===== config.mk =====
export PLATFORM = sky130hd
export DESIGN_NAME = memsel_merge
export DESIGN_NICKNAME = d
export VERILOG_FILES = /design/src/rtl/cms_pkg.sv /design/src/rtl/cms_mask_reg.sv /design/src/rtl/cms_merge.sv /design/src/rtl/cms_drive.sv /design/src/rtl/memsel_merge.sv
export SDC_FILE = /design/constraint.sdc
export NUM_CORES = 1
export LEC_CHECK = 0
export BUFFER_PORTS_ARGS = -buffer_cell sky130_fd_sc_hd__buf_4
export CORE_AREA = 2 2 39 41
export CTS_BUF_LIST = sky130_fd_sc_hd__clkbuf_2 sky130_fd_sc_hd__clkbuf_4 sky130_fd_sc_hd__clkbuf_8
export CTS_CLUSTER_SIZE = 10
export DETAILED_ROUTE_END_ITERATION = 8
export DIE_AREA = 0 0 41 43
export MAX_ROUTING_LAYER = met4
export PLACE_DENSITY = 0.76
export REMOVE_ABC_BUFFERS = 1
export SYNTH_ARGS = -nofsm -noshare
export SYNTH_HDL_FRONTEND = slang
export SYNTH_SLANG_ARGS = --single-unit

===== constraint.sdc =====
create_clock -name clk -period 1.15 [get_ports clk]
set_input_delay 0.0575 -clock clk [delete_from_list [all_inputs] [get_ports clk]]
set_output_delay 0.0575 -clock clk [all_outputs]
set_load 0.005 [all_outputs]

===== src/rtl/cms_pkg.sv =====
package cms_pkg;

   typedef enum logic [1:0] {
      SRC_PROG = 2'd0,
      SRC_DATA = 2'd1,
      SRC_BOOT = 2'd2,
      SRC_IO   = 2'd3
   } cms_src_e;

   // Reset mask: every source enabled except the boot select.
   function automatic logic [31:0] cms_default_mask(input int unsigned n);
      logic [31:0] all_ones;
      all_ones = (32'h1 << n) - 32'h1;
      return all_ones & ~(32'h1 << int'(SRC_BOOT));
   endfunction

endpackage


===== src/rtl/cms_mask_reg.sv =====
module cms_mask_reg #(
   parameter int unsigned NUM_SRC = 4,
   parameter int unsigned REG_W   = 8,
   parameter logic [NUM_SRC-1:0] RESET_MASK = '1
) (
   input  logic               clk,
   input  logic               rst_n,
   input  logic               we,
   input  logic [NUM_SRC-1:0] wdata,
   input  logic               bus_idle,
   output logic [NUM_SRC-1:0] active,
   output logic [REG_W-1:0]   rdata
);

   localparam int unsigned PAD_W = REG_W - NUM_SRC;

   logic [NUM_SRC-1:0] active_q;
   logic [NUM_SRC-1:0] shadow_q;
   logic [NUM_SRC-1:0] held_q;
   logic               held_vld_q;

   always_ff @(posedge clk or negedge rst_n) begin
      if (!rst_n) begin
         active_q   <= RESET_MASK;
         shadow_q   <= RESET_MASK;
         held_q     <= RESET_MASK;
         held_vld_q <= 1'b0;
      end else begin
         if (we) begin
            shadow_q <= wdata;
         end
         if (bus_idle) begin
            if (we) begin
               active_q <= wdata;
            end else if (held_vld_q) begin
               active_q <= held_q;
            end
            held_vld_q <= 1'b0;
         end else if (we) begin
            held_q     <= wdata;
            held_vld_q <= 1'b1;
         end
      end
   end

   assign active = active_q;

   generate
      if (PAD_W == 0) begin : g_rd_exact
         assign rdata = shadow_q;
      end else begin : g_rd_pad
         assign rdata = {{PAD_W{1'b0}}, shadow_q};
      end
   endgenerate

   // first cycle out of reset shows the reset mask
   p_reset_mask_r1: assert property (@(posedge clk) disable iff (!rst_n)
      !$past(rst_n) |-> active_q == RESET_MASK);

   // active mask frozen across any busy edge
   p_mask_frozen_busy_r6: assert property (@(posedge clk) disable iff (!rst_n)
      !bus_idle |=> $stable(active_q));

   // a held write is retired at the first idle edge
   p_held_retired_r6: assert property (@(posedge clk) disable iff (!rst_n)
      (held_vld_q && bus_idle) |=> !held_vld_q);

endmodule


===== src/rtl/cms_merge.sv =====
module cms_merge #(
   parameter int unsigned NUM_SRC = 4
) (
   input  logic [NUM_SRC-1:0] sel_n,
   input  logic [NUM_SRC-1:0] enable,
   output logic               any_hit
);

   logic [NUM_SRC-1:0] hit;

   generate
      for (genvar i = 0; i < NUM_SRC; i++) begin : g_src
         assign hit[i] = ~sel_n[i] & enable[i];
      end
   endgenerate

   assign any_hit = |hit;

   // no hit is ever reported for a source whose strobe is idle
   always_comb begin
      p_hit_needs_strobe_r3: assert (!any_hit || !(&sel_n));
   end

endmodule


===== src/rtl/cms_drive.sv =====
module cms_drive #(
   parameter bit FLOAT_ON_GRANT = 1'b1
) (
   input  logic any_hit,
   input  logic bus_granted,
   output logic sel_n_o,
   output logic oe_o
);

   assign sel_n_o = bus_granted | ~any_hit;

   generate
      if (FLOAT_ON_GRANT) begin : g_float
         assign oe_o = ~bus_granted;
      end else begin : g_drive_high
         assign oe_o = 1'b1;
      end
   endgenerate

   // granted bus never sees the composite asserted
   always_comb begin
      p_grant_deasserts_r8: assert (!bus_granted || sel_n_o);
   end

endmodule


===== src/rtl/memsel_merge.sv =====
module memsel_merge #(
   parameter int unsigned NUM_SRC = 4,
   parameter int unsigned REG_W   = 8,
   parameter bit          FLOAT_ON_GRANT = 1'b1,
   parameter logic [NUM_SRC-1:0] RESET_MASK =
      NUM_SRC'(cms_pkg::cms_default_mask(NUM_SRC))
) (
   input  logic               clk,
   input  logic               rst_n,
   input  logic [NUM_SRC-1:0] sel_n,
   input  logic               bus_granted,
   input  logic               mask_we,
   input  logic [NUM_SRC-1:0] mask_wdata,
   output logic [REG_W-1:0]   mask_rdata,
   output logic               comp_sel_n,
   output logic               comp_oe
);

   generate
      if (NUM_SRC <= int'(cms_pkg::SRC_IO)) begin : g_chk_src
         $error("NUM_SRC must cover all four named selects");
      end
      if (NUM_SRC > 31) begin : g_chk_src_max
         $error("NUM_SRC above 31 is not supported");
      end
      if (REG_W < NUM_SRC || REG_W > 32) begin : g_chk_reg
         $error("REG_W must be between NUM_SRC and 32");
      end
   endgenerate

   logic               bus_idle;
   logic [NUM_SRC-1:0] active_mask;
   logic               any_hit;

   assign bus_idle = &sel_n;

   cms_mask_reg #(
      .NUM_SRC   (NUM_SRC),
      .REG_W     (REG_W),
      .RESET_MASK(RESET_MASK)
   ) u_mask (
      .clk     (clk),
      .rst_n   (rst_n),
      .we      (mask_we),
      .wdata   (mask_wdata),
      .bus_idle(bus_idle),
      .active  (active_mask),
      .rdata   (mask_rdata)
   );

   cms_merge #(
      .NUM_SRC(NUM_SRC)
   ) u_merge (
      .sel_n  (sel_n),
      .enable (active_mask),
      .any_hit(any_hit)
   );

   cms_drive #(
      .FLOAT_ON_GRANT(FLOAT_ON_GRANT)
   ) u_drive (
      .any_hit    (any_hit),
      .bus_granted(bus_granted),
      .sel_n_o    (comp_sel_n),
      .oe_o       (comp_oe)
   );

   // composite only asserts while some individual strobe is low
   p_comp_needs_strobe_r4: assert property (@(posedge clk) disable iff (!rst_n)
      !comp_sel_n |-> !(&sel_n));

   // grant at the port always shows a deasserted composite
   p_grant_high_r8: assert property (@(posedge clk) disable iff (!rst_n)
      bus_granted |-> comp_sel_n);

   // readback upper bits are zero
   p_rd_upper_zero_r7: assert property (@(posedge clk) disable iff (!rst_n)
      (mask_rdata >> NUM_SRC) == '0);

endmodule


==> impl_metrics.json <==
{
  "finalCoreUtilization_pct": 58.14,
  "holdPathEnd": "u_mask.shadow_q[3]$_DFFE_PN1P_",
  "cts_root_buf": "clkbuf_4",
  "drtPass1Iterations": 2,
  "synth_fa_ha_area_share_pct": 0,
  "die-area_um2": 1763,
  "ios": 22,
  "r2r_cells": 3,
  "grtUsageTotal_pct": 15.44,
  "cp.arrival_ps": 1180,
  "critPathMaxFanout": 2,
  "fp.dieW_um": 41,
  "finalWorstSetupSlack_ps": -85.57,
  "wl_per_cell_um": 11.56,
  "final_common_cell": "buf_4",
  "vias_per_cell": 4.649,
  "worst_path_max_delay_cell": "dfstp_2",
  "sequentialPowerShare_pct": 52.7,
  "hold_viol_final": 0,
  "setup_viol": 1,
  "coreArea_um2": 1384,
  "syn_area_per_cell_um2": 10.49,
  "min_period_ps": 1236,
  "min_path_cells": 3,
  "p_sw_share_pct": 24.21,
  "violations": "negative setup slack",
  "fmax_ghz": 0.8093,
  "power.internal_uw": 858.5,
  "rsz0062_at_grt": "true",
  "grt_overflow": 0,
  "synth_top_family_by_area": "multiplexers",
  "dpl_cell_area_um2": 750.7,
  "htreeDepth": 1,
  "drt-total-wl_mm": 1.121,
  "timing.hold.ws_ps": 30.74,
  "end_kind": "output port",
  "clockBufferDepth": 2,
  "fill_cells": 129,
  "clock-sinks": 13,
  "grt_pass1_vias": 435,
  "min_period_over_period_pct": 107.4,
  "hold_path.startpoint": "mask_wdata[3]",
  "hold_class": "input port to flop",
  "ys_types": 14,
  "synth_area_um2": 629.4,
  "final_layout_size_suffix_gt1_share_pct": 54.32,
  "synthMuxAreaShare_pct": 14.31,
  "nets": 94,
  "antenna_found_initial": 0,
  "clock_skew_ps": 2.516,
  "max_cap_violations": 0,
  "drcViolationCount": 0,
  "critPathLaunchType": "flop",
  "critPathMaxStageDelay_ps": 540,
  "yosysWarnings": 0,
  "start_util_pct": 45.48,
  "port_buffers": 17,
  "cp.required_ps": 1090,
  "vias": 451,
  "p_switching_uw": 274.2,
  "power.density_nw_per_um2": 1408,
  "irDropWorstVdd_mv": 0.9157,
  "drv_slew": 0,
  "synth_xor_area_share_pct": 0,
  "seq_area_frac_synth_pct": 53.48,
  "rows": 14,
  "die_h_um": 43,
  "n_antenna_cell": 0,
  "reg2reg_slack_ps": 150,
  "ant_nets": 0,
  "insertion_delay_ps": 270,
  "combPwrFrac_pct": 21.1,
  "clk_pin_slew_ps": 70,
  "numCtsBuffers": 3,
  "synthSimpleGateAreaFrac_pct": 8.748,
  "worstPathCellList": "inv_2, o22ai_2, o21ai_1, buf_4",
  "p_clk_share_pct": 26.1,
  "synth_compound_area_share_pct": 9.145,
  "place_congestion": 0.7290,
  "grt_pass1_wl_mm": 1.752,
  "most-common-layout-cells": "buf_4, inv_1, dfstp_2",
  "power.leakage_nw": 0.3959,
  "worstSetupPathType": "flop to output port",
  "r2r_end": "u_mask.active[2]$_DFFE_PN0P_",
  "area_delta_synth_final_pct": 27.83,
  "reg2reg_from": "u_mask.held_vld_q$_DFFE_PN0P_",
  "hpwl_um": 817.6,
  "outcome": "complete, but fails checks",
  "grt_start_max_net_pins": 15,
  "drtIter0Drc": 3,
  "cts_tree": "built",
  "final_area_um2": 804.5,
  "synth-seq-cells": 13,
  "synth_cells": 60
}
synthesized netlist by cell type:
master   instances  share of area, %
inv_1           13               7.8
dfstp_2          9                38
mux2_2           8                14
o21ai_0          7               5.6
buf_4            5               6.0
nand2_1          5               3.0
dfrtp_1          4                16
o21ai_1          2               1.6
o22ai_1          2               2.0
conb_1           1              0.60
nand4_2          1               2.0
nor2_2           1              0.99
nor2_4           1               1.8
nor2b_1          1              0.99
critical path, delay by kind of cell, from the launching register on:
kind	cells	cell delay, ps
compound gates	2	200
flops	1	540
buf+inv	2	170
logic make-up (layout without fill, tap and decap cells):
group | Yosys count | after routing
compound gates | 11 | 11
buf+inv | 18 | 36
flops | 13 | 13
mux | 8 | 8
other cells | 1 | 4
simple gates | 9 | 9
power groups by stage:
stage	clock, mW	sequential (mW)	combinational, mW
5_1_grt	0.330	0.608	0.267
6_report	0.296	0.597	0.239
2_1_floorplan	0	0.596	0.115
3_5_place_dp	0	0.603	0.212
3_3_place_gp	0	0.602	0.206
4_1_cts	0.309	0.594	0.232
how the worst max path moves through the flow:
stage	to	depth (start not counted)	from
3_5_place_dp	u_mask.active[2]$_DFFE_PN0P_	3	u_mask.held_vld_q$_DFFE_PN0P_
5_1_grt	comp_sel_n	4	u_mask.active[0]$_DFFE_PN1P_
3_3_place_gp	u_mask.active[2]$_DFFE_PN0P_	3	u_mask.held_vld_q$_DFFE_PN0P_
6_report	comp_sel_n	4	u_mask.active[0]$_DFFE_PN1P_
4_1_cts	comp_sel_n	4	u_mask.active[0]$_DFFE_PN1P_
2_1_floorplan	u_mask.active[2]$_DFFE_PN0P_	3	u_mask.held_vld_q$_DFFE_PN0P_
area by class of cell:
class / instances / area, um2 / share of cell area [%]
flip-flops and latches: 13 / 336.6 / 41.84
multi-input cells: 32 / 224.0 / 27.84
repair buffers: 19 / 145.1 / 18.04
inverters: 13 / 48.80 / 6.065
clock buffers: 4 / 30.03 / 3.733
well taps: 16 / 20.02 / 2.488
registers in the layout, summed over array words and instances (netlist names):
register           flops
u_mask.active          4
u_mask.held_q          4
u_mask.held_vld_q      1
u_mask.shadow_q        4
timing repair:
action,in CTS,in global routing
hold endpoints to repair,13,0
resized for setup,1,2
endpoints found under the setup margin,1,1
setup buffers,1,0
hold buffers,1,0
pin swaps,0,1
metal layers:
metal | up-vias | routed length, um | track usage, %
met1 | 205 | 447 | 16.49
met4 | 0 | 24 | 10.00
li1 | 226 | - | -
met5 | - | 0 | -
met2 | 16 | 591 | 24.38
met3 | 4 | 57 | 3.141
metrics by stage:
stage,TNS [ps],power [mW],setup slack (ps),std cells
2_1_floorplan,0,0.7109,201.3,58
3_3_place_gp,0,0.8073,160.2,91
3_5_place_dp,0,0.8153,152.6,91
4_1_cts,-90.09,1.135,-90.09,97
5_1_grt,-128.9,1.205,-128.9,97
6_report,-85.57,1.133,-85.57,97
(Power assumes the default switching activity.)
